===== config.mk =====
export PLATFORM = sky130hd
export DESIGN_NAME = sreep_top
export DESIGN_NICKNAME = d
export VERILOG_FILES = /design/src/rtl/sreep_pkg.sv /design/src/rtl/sreep_store.sv /design/src/rtl/sreep_ctlreg.sv /design/src/rtl/sreep_seq.sv /design/src/rtl/sreep_top.sv
export SDC_FILE = /design/constraint.sdc
export NUM_CORES = 1
export LEC_CHECK = 0
export ABC_AREA = 0
export CORE_UTILIZATION = 25
export CTS_BUF_LIST = sky130_fd_sc_hd__clkbuf_8 sky130_fd_sc_hd__clkbuf_16
export DETAILED_ROUTE_END_ITERATION = 10
export GPL_TIMING_DRIVEN = 0
export HOLD_SLACK_MARGIN = 0.08
export SLEW_MARGIN = 10
export SYNTH_ARGS = -nofsm -noshare
export SYNTH_HDL_FRONTEND = slang
export SYNTH_SLANG_ARGS = --single-unit

===== constraint.sdc =====
create_clock -name clk -period 3.18 [get_ports clk]
set_input_delay 0.477 -clock clk [delete_from_list [all_inputs] [get_ports clk]]
set_output_delay 0.477 -clock clk [all_outputs]
set_load 0.05 [all_outputs]

===== src/rtl/sreep_pkg.sv =====
package sreep_pkg;
    localparam int CTL_W  = 32;
    localparam int B_CLK  = 0;
    localparam int B_CS   = 1;
    localparam int B_DIN  = 2;
    localparam int B_DOUT = 3;
    localparam int B_REQ  = 6;
    localparam int B_GNT  = 7;
    localparam logic [CTL_W-1:0] CTL_RESET = 32'h0000_2010;
    localparam logic [7:0] OPC_READ = 8'h03;
    localparam logic [7:0] OPC_STAT = 8'h05;

    typedef enum logic [2:0] {
        ST_OPCODE,
        ST_ADDR,
        ST_RDATA,
        ST_STATUS,
        ST_FAULT
    } sr_state_t;
endpackage


===== src/rtl/sreep_store.sv =====
module sreep_store #(
    parameter int DEPTH  = 64,
    parameter int WORD_W = 16,
    parameter logic [WORD_W-1:0] INIT0 = 16'hBABA,
    localparam int AW = $clog2(DEPTH)
) (
    input  logic [AW-1:0]     rd_idx,
    output logic [WORD_W-1:0] rd_word
);
    logic [WORD_W-1:0] words [DEPTH];

    // Read-only contents: word 0 carries the checksum pattern, the rest are blank.
    for (genvar i = 0; i < DEPTH; i++) begin : g_word
        if (i == 0) begin : g_first
            assign words[i] = INIT0;
        end else begin : g_rest
            assign words[i] = '0;
        end
    end

    assign rd_word = words[rd_idx];
endmodule


===== src/rtl/sreep_ctlreg.sv =====
module sreep_ctlreg
    import sreep_pkg::*;
(
    input  logic             clk,
    input  logic             rst_n,
    input  logic             wr_en,
    input  logic [3:0]       wr_be,
    input  logic [CTL_W-1:0] wr_data,
    input  logic             dout,
    output logic             step,
    output logic             din,
    output logic [CTL_W-1:0] view
);
    logic [CTL_W-1:0] ctl_q;
    logic             wr_full;

    assign wr_full = wr_en && (wr_be == 4'hF);
    // A step is a full write that raises the stored clock bit.
    assign step    = wr_full && !ctl_q[B_CLK] && wr_data[B_CLK];
    assign din     = wr_data[B_DIN];

    always_ff @(posedge clk or negedge rst_n) begin
        if (!rst_n) begin
            ctl_q <= CTL_RESET;
        end else if (wr_full) begin
            ctl_q         <= wr_data;
            ctl_q[B_DOUT] <= 1'b0;
            ctl_q[B_GNT]  <= wr_data[B_REQ];
        end
    end

    always_comb begin
        view         = ctl_q;
        view[B_DOUT] = dout;
    end
endmodule


===== src/rtl/sreep_seq.sv =====
module sreep_seq
    import sreep_pkg::*;
#(
    parameter int DEPTH  = 64,
    parameter int WORD_W = 16,
    parameter int OP_W   = 8,
    parameter int ADDR_W = 8,
    localparam int AW    = $clog2(DEPTH),
    localparam int BW    = $clog2(WORD_W),
    localparam int CW    = BW + 1
) (
    input  logic              clk,
    input  logic              rst_n,
    input  logic              step,
    input  logic              din,
    input  logic [WORD_W-1:0] word,
    output logic [AW-1:0]     rd_idx,
    output logic              dout,
    output logic              err,
    output sr_state_t         state
);
    sr_state_t         st_q, st_n;
    logic [OP_W-1:0]   op_q, op_n, op_sh;
    logic [ADDR_W-1:0] addr_q, addr_n, addr_sh;
    logic [CW-1:0]     cnt_q, cnt_n;
    logic              dout_q, dout_n;
    logic              err_q, err_n;

    assign op_sh   = {op_q[OP_W-2:0], din};
    assign addr_sh = {addr_q[ADDR_W-2:0], din};

    // State and datapath register.
    always_ff @(posedge clk or negedge rst_n) begin
        if (!rst_n) begin
            st_q   <= ST_OPCODE;
            op_q   <= '0;
            addr_q <= '0;
            cnt_q  <= '0;
            dout_q <= 1'b0;
            err_q  <= 1'b0;
        end else begin
            st_q   <= st_n;
            op_q   <= op_n;
            addr_q <= addr_n;
            cnt_q  <= cnt_n;
            dout_q <= dout_n;
            err_q  <= err_n;
        end
    end

    // Next state and datapath on each serial step.
    always_comb begin
        st_n   = st_q;
        op_n   = op_q;
        addr_n = addr_q;
        cnt_n  = cnt_q;
        dout_n = dout_q;
        err_n  = err_q;
        if (step) begin
            unique case (st_q)
                ST_OPCODE: begin
                    op_n  = op_sh;
                    cnt_n = cnt_q + 1'b1;
                    if (cnt_q == CW'(OP_W - 1)) begin
                        cnt_n = '0;
                        if (op_sh == OPC_READ) begin
                            st_n = ST_ADDR;
                        end else if (op_sh == OPC_STAT) begin
                            st_n = ST_STATUS;
                        end else begin
                            st_n  = ST_FAULT;
                            err_n = 1'b1;
                        end
                    end
                end
                ST_ADDR: begin
                    addr_n = addr_sh;
                    cnt_n  = cnt_q + 1'b1;
                    if (cnt_q == CW'(ADDR_W - 1)) begin
                        cnt_n = '0;
                        if ({1'b0, addr_sh} >= (ADDR_W+1)'(DEPTH)) begin
                            st_n  = ST_FAULT;
                            err_n = 1'b1;
                        end else begin
                            st_n = ST_RDATA;
                        end
                    end
                end
                ST_RDATA: begin
                    dout_n = word[cnt_q[BW-1:0]];
                    cnt_n  = cnt_q + 1'b1;
                    if (cnt_q == CW'(WORD_W - 1)) begin
                        st_n   = ST_OPCODE;
                        cnt_n  = '0;
                        op_n   = '0;
                        addr_n = '0;
                    end
                end
                ST_STATUS: begin
                    dout_n = 1'b0;
                    cnt_n  = cnt_q + 1'b1;
                    if (cnt_q == CW'(OP_W - 1)) begin
                        st_n   = ST_OPCODE;
                        cnt_n  = '0;
                        op_n   = '0;
                        addr_n = '0;
                    end
                end
                ST_FAULT: begin
                    st_n  = ST_FAULT;
                    err_n = 1'b1;
                end
                default: begin
                    st_n  = ST_FAULT;
                    err_n = 1'b1;
                end
            endcase
        end
    end

    // Outputs.
    always_comb begin
        rd_idx = addr_q[AW-1:0];
        dout   = dout_q;
        err    = err_q;
        state  = st_q;
    end
endmodule


===== src/rtl/sreep_top.sv =====
module sreep_top
    import sreep_pkg::*;
#(
    parameter int DEPTH  = 64,
    parameter int WORD_W = 16,
    parameter logic [WORD_W-1:0] INIT0 = 16'hBABA,
    localparam int AW = $clog2(DEPTH)
) (
    input  logic        clk,
    input  logic        rst_n,
    input  logic        wr_en,
    input  logic [3:0]  wr_be,
    input  logic [31:0] wr_data,
    output logic [31:0] rd_data,
    output logic        err
);
    logic              step;
    logic              din;
    logic              dout;
    logic [AW-1:0]     rd_idx;
    logic [WORD_W-1:0] word;
    sr_state_t         seq_state;

    sreep_ctlreg u_ctl (
        .clk     (clk),
        .rst_n   (rst_n),
        .wr_en   (wr_en),
        .wr_be   (wr_be),
        .wr_data (wr_data),
        .dout    (dout),
        .step    (step),
        .din     (din),
        .view    (rd_data)
    );

    sreep_seq #(.DEPTH(DEPTH), .WORD_W(WORD_W)) u_seq (
        .clk    (clk),
        .rst_n  (rst_n),
        .step   (step),
        .din    (din),
        .word   (word),
        .rd_idx (rd_idx),
        .dout   (dout),
        .err    (err),
        .state  (seq_state)
    );

    sreep_store #(.DEPTH(DEPTH), .WORD_W(WORD_W), .INIT0(INIT0)) u_store (
        .rd_idx  (rd_idx),
        .rd_word (word)
    );
endmodule


Word level (Yosys, flattened, before mapping)
Memories as Yosys holds them, arrays and structs flattened.
Index checks and enable logic that the tools add are counted.
{ "totals": {"register_bits": 55, "romBits": 1024, "output_inout_bits": 33, "word_cells": 72, "memories": 1} }
{ "op_classes": {"n_addsub": 1, "magnitude_cmp": 3, "eq_ne": 15, "n_mux": 26, "bitwise_logic": 2, "n_reduce_logical": 17} }
{ "memory_table": {"columns": ["name", "words", "word_bits", "read_ports", "rd_clocked_by_memory_dff", "write_ports", "line_no", "rtl"], "rows": [
  ["(name not given)", 64, 16, 1, 0, 0, "sreep_store.sv:21", "assign rd_word = words[rd_idx];"]
]} }
{ "op_table": {"columns": ["op", "count"], "rows": [
  ["$pmux W7 S3", 2],
  ["$mux W16", 2],
  ["$mux W3", 7],
  ["$mux W7", 2],
  ["$pmux W3 S4", 1],
  ["$mux W5", 2],
  ["$ne A2 B1 Y1 const B", 5],
  ["$pmux W5 S2", 1],
  ["$eq A8 B2 Y1 const B", 1],
  ["$eq A8 B3 Y1 const B", 1],
  ["$ge A8 B7 Y1 const B", 1],
  ["$reduce_and A4 Y1", 2],
  ["$ge A7 B7 Y1 const B", 1],
  ["$not A6 Y7", 1],
  ["$reduce_and A7 Y1", 1],
  ["$eq A3 B2 Y1 const B", 2],
  ["$mux W1", 6],
  ["$reduce_bool A3 Y1", 2],
  ["$add A5 B1 Y5 const B", 1],
  ["$eq A5 B3 Y1 const B", 1],
  ["$eq A5 B4 Y1 const B", 1],
  ["$lt A4 B5 Y1 const B", 1],
  ["$reduce_and A5 Y1", 1],
  ["$bmux W1 S4", 1],
  ["13 further kinds", 18]
]} }

Longest topological paths before layout
{ "depth": {"word_depth": 7, "mapped_depth": 9} }

Modules after synthesis
From an unflattened synthesis, not the netlist that was laid out.
{ "hier_totals": {"hier_cells": 231, "area_unflattened_um2": 2859.0} }
{ "modules_own_cells": {"columns": ["module", "instances", "cells_each", "area_per_inst_um2", "seq_area_each_um2"], "rows": [
  ["sreep_seq", 1, 144, 1445.1, 600.6],
  ["sreep_ctlreg", 1, 69, 1280.0, 753.2],
  ["sreep_store", 1, 18, 133.9, 0.0]
]} }

Worst setup path before layout
Ideal clock, no wire load.
{ "synth_timing": {"kind": "register -> register", "start": "register u_seq.cnt_q[0]", "end": "register u_seq.addr_q[0]", "arrival_time_ns": 1.897, "t_required_ns": 3.055, "slack_ns": 1.158, "stages_incl_launch_ff": 9, "n_path_buf": 0, "synth_period_minus_slack_ns": 2.022, "cell_sequence": "dfrtp_1 ha_1 nand3_1 inv_1 ha_1 nor4b_1 nand4b_2 a211oi_4 mux2_4"} }
{ "synth_via": {"elab_chain_len": 3, "word_cells_on_any_way": 5, "classes_between": "eq/ne: 4; reduce/logical: 1"} }
{ "synth_lines": {"columns": ["item", "line_no", "rtl"], "rows": [
  ["from (decl)", "sreep_seq.sv:25", "logic [CW-1:0] cnt_q, cnt_n;"],
  ["from (signal assigned)", "sreep_seq.sv:45", "cnt_q <= cnt_n;"],
  ["$eq A5 B3 Y1 / $eq A5 B4 Y1 (equally long branches)", "sreep_seq.sv:102, sreep_seq.sv:92", null],
  ["$ne A2 B1 Y1 (no line)", null, null],
  ["$reduce_and A4 Y1 (no line) (*)", null, null],
  ["to (signal assigned)", "sreep_seq.sv:44", "addr_q <= addr_n;"],
  ["to (decl)", "sreep_seq.sv:24", "logic [ADDR_W-1:0] addr_q, addr_n, addr_sh;"]
]} }
Every way passes the cells marked *; elsewhere a longest branch is shown, timed or not.
A chain may end at the register's enable or synchronous reset.

Worst setup path after layout
{ "layout_timing": {"start": "register u_seq.cnt_q[0]", "end": "register u_seq.op_q[4]"} }
{ "layout_via": {"elab_chain_len": 3, "word_cells_on_any_way": 5, "classes_between": "eq/ne: 4; reduce/logical: 1"} }
{ "layout_lines": {"columns": ["item", "line_no", "rtl"], "rows": [
  ["$eq A5 B3 Y1 / $eq A5 B4 Y1 (equally long branches)", "sreep_seq.sv:102, sreep_seq.sv:92", null],
  ["$ne A2 B1 Y1 (no line)", null, null],
  ["$reduce_and A4 Y1 (no line) (*)", null, null],
  ["to (signal assigned)", "sreep_seq.sv:43", "op_q <= op_n;"],
  ["to (decl)", "sreep_seq.sv:23", "logic [OP_W-1:0] op_q, op_n, op_sh;"]
]} }
Marks and branches as above.

==> flow_metrics.env <==
export IMPL_sw_frac_of_total=0.361
export IMPL_post_route_period_util=0.747
export IMPL_vdd_drop_max_v=0.000359
export IMPL_critPathSlowestCell="dfrtp_1"
export IMPL_drive_above_1_share=0.208
export IMPL_power_frac_seq=0.417
export IMPL_combPwrFrac=0.347
export IMPL_cp_common_cell="ha_1"
export IMPL_p_clk_frac=0.236
export IMPL_rsz0062_at_grt="false"
export IMPL_finalMaxSlewViolations=0
export IMPL_drt_iter0_drc=75
export IMPL_post_cts_buffers=0
export IMPL_cts_resized=0
export IMPL_pre_cts_ws_ns=0.721
export IMPL_dp_final_hpwl_um=3650
export IMPL_postCtsHoldBufs=0
export IMPL_ys_types=40
export IMPL_arrival_ns=2.60
export IMPL_clkLatencyLatePin_ns=0.31
export IMPL_gr_usage_all_layers=0.108
export IMPL_setup_ws_ns=0.804
export IMPL_rows=35
export IMPL_drc=0
export IMPL_first_pass_iters=4
export IMPL_grt_remaining_overflow=0
export IMPL_hp_class="primary input to asynchronous set/reset pin"
export IMPL_ys_seq_area_frac=0.550
export IMPL_max_freq_mhz=421
export IMPL_powerDensity_mw_per_mm2=600
export IMPL_period_needed_ns=2.38
export IMPL_nets=315
export IMPL_initial_core_util=0.262
export IMPL_start_kind="flop"
export IMPL_path_class="flop to flop"
export IMPL_p_sw_w=0.000741
export IMPL_die_width_um=101
export IMPL_routed_wl_um=5010
export IMPL_status="complete, no violations"
export IMPL_numCtsBuffers=5
export IMPL_cts_tree="yes"
export IMPL_end_kind="flop"
export IMPL_die_h_um=101
export IMPL_antenna_left=0
export IMPL_syn_nets=239
export IMPL_avgSynthCellArea_um2=12.5
export IMPL_die_area_mm2=0.0102
export IMPL_cp_max_fo=10
export IMPL_synth_cells=197
export IMPL_grt_pass1_vias=1840
export IMPL_maxCapViolCount=0
export IMPL_synth_edf_count=0
export IMPL_grt_max_degree=55
export IMPL_async_reset_ff_frac=1.00
export IMPL_p_leak_nw=1.50
export IMPL_viasPerCell=4.34
export IMPL_holdWs_ns=0.188
export IMPL_antenna_found_initial=0
export IMPL_max_stage_delay_ns=0.44
export IMPL_netlist_area_mm2=0.00246
export IMPL_cts_root_buf="clkbuf_8"
export IMPL_diodes=0
export IMPL_r2r_slack_ns=0.80
export IMPL_hold_violations=0
export IMPL_clk_pin_slew_ns=0.11
export IMPL_ctsLongestPathBuffers=2
export IMPL_setup_viol=0
export IMPL_synth_top_area_share=0.529
export IMPL_yosysWarnings=0
export IMPL_synthTopCellsByArea="dfrtp_1 (53%), mux2_2 (16%), mux2i_1 (3.7%)"
export IMPL_tightest_slew_ns=0.688
export IMPL_clkSinkCount=54
export IMPL_crit_path_cell_trace="ha_1 > nand3_1 > inv_1 > ha_1 > nor4b_1 > nand4b_2 > clkbuf_1 > o21ai_0 > o31ai_1"
export IMPL_areaGrowthSynthToFinish_pct=39.3
export IMPL_io_buffers=69
export IMPL_finalClockSkew_ns=0.0111
export IMPL_ys_flop_type="dfrtp_1"
export IMPL_yosysTopAreaCell="dfrtp_1"
export IMPL_h_tree_depth=2
export IMPL_synth_seq_cells=54
export IMPL_ioPinCount=72
export IMPL_required_ns=3.41
export IMPL_p_int_w=0.00131
export IMPL_place_gp_congestion=0.738
export IMPL_slew_headroom=0.541
export IMPL_core_mm2=0.00937
export IMPL_wire_per_inst_um=12.4
export IMPL_grt_pass1_wl_um=8650
export IMPL_vias=1749
-- layout by cell type, fill, tap and decap left out, types with 3 or more instances in the layout --
| cell | n |
|---|---|
| mux2_2 | 34 |
| nand2_1 | 17 |
| nor2_1 | 6 |
| dfrtp_1 | 52 |
| or2_2 | 3 |
| ha_1 | 3 |
| nand4_1 | 3 |
| o31ai_1 | 5 |
| inv_1 | 11 |
| clkdlybuf4s50_1 | 68 |
| clkbuf_8 | 5 |
| mux2i_1 | 9 |
| a21o_1 | 4 |
| o21ai_0 | 7 |
| clkbuf_1 | 6 |
| buf_4 | 3 |
| nand3_1 | 3 |
-- through the flow --
step	cell area, um2	TNS (ns)	power [W]	utilization	instances
after detailed placement	3310	0	0.00159	0.353	395
after CTS	3430	0	0.00209	0.366	403
after global routing	3430	0	0.00215	0.366	403
after global placement	3310	-10.86	0.00158	0.353	395
final	3430	0	0.00206	0.366	403
after floorplan	2460	0	0.00131	-	197
-- power groups by stage --
stage	clock network [W]	logic, W	registers, W
2_1_floorplan	0	0.000131	0.00118
3_3_place_gp	0	0.000716	0.000868
3_5_place_dp	0	0.000718	0.000871
4_1_cts	0.000508	0.000721	0.000859
5_1_grt	0.000526	0.000748	0.000874
6_report	0.000486	0.000713	0.000857
-- sequential cells by signal, indices dropped and copies added, names as in the netlist --
| name | flops |
|---|---|
| u_seq.addr_q | 7 |
| u_seq.cnt_q | 5 |
| u_seq.state | 3 |
| u_ctl.ctl_q | 30 |
| u_seq.err | 1 |
| u_seq.op_q | 7 |
| u_seq.dout | 1 |
-- critical path, delay by kind of cell (launching register included) --
family | cells | cell delay [ns]
and+or+nand+nor | 3 | 0.77
buffers and inverters | 2 | 0.38
DFF | 1 | 0.44
AOI/OAI and AO/OA | 2 | 0.26
adders and majority gates | 2 | 0.45
-- Yosys cell counts (4+ instances only) --
cell,count
a21o_1,4
dfrtp_1,52
nor2_1,6
o31ai_1,5
clkbuf_1,6
mux2i_1,9
inv_1,11
nand2_1,17
mux2_2,34
o21ai_0,7
-- worst paths after layout --
path                                      from              end  cells past startpoint
max in group asynchronous                rst_n   u_seq.cnt_q[1]                      1
worst min register to register       u_seq.err        u_seq.err                      1
worst max register to register  u_seq.cnt_q[0]    u_seq.op_q[4]                      9
worst max-delay path            u_seq.cnt_q[0]    u_seq.op_q[4]                      9
worst min-delay path                     rst_n  u_seq.addr_q[0]                      1
min in group clk                     u_seq.err        u_seq.err                      1
-- metal layers --
layer,track usage,vias up,routed length [um]
met4,0.0301,0,59
met1,0.138,847,2250
met3,0.0455,6,415
met2,0.167,56,2290
met5,0,-,0
li1,-,840,-
-- area by class of cell --
class	count	area, um2
Buffer	10	60.1
Clock buffer	5	68.8
Clock inverter	3	48.8
Fill cell	954	5940
Inverter	11	41.3
Multi-Input combinational cell	122	1000
Sequential cell	54	1350
Tap cell	129	161
Timing Repair Buffer	69	688
-- cells by family after synthesis --
| logic type | Yosys count | synth area share |
|---|---|---|
| DFF | 54 | 0.550 |
| and+or+nand+nor | 47 | 0.111 |
| muxes | 44 | 0.198 |
| AOI/OAI and AO/OA | 27 | 0.0804 |
| buffers and inverters | 21 | 0.0412 |
| adders and majority gates | 3 | 0.0153 |
| xor gates and xnor gates | 1 | 0.00356 |
No activity file was read; power rests on OpenSTA's default activity.
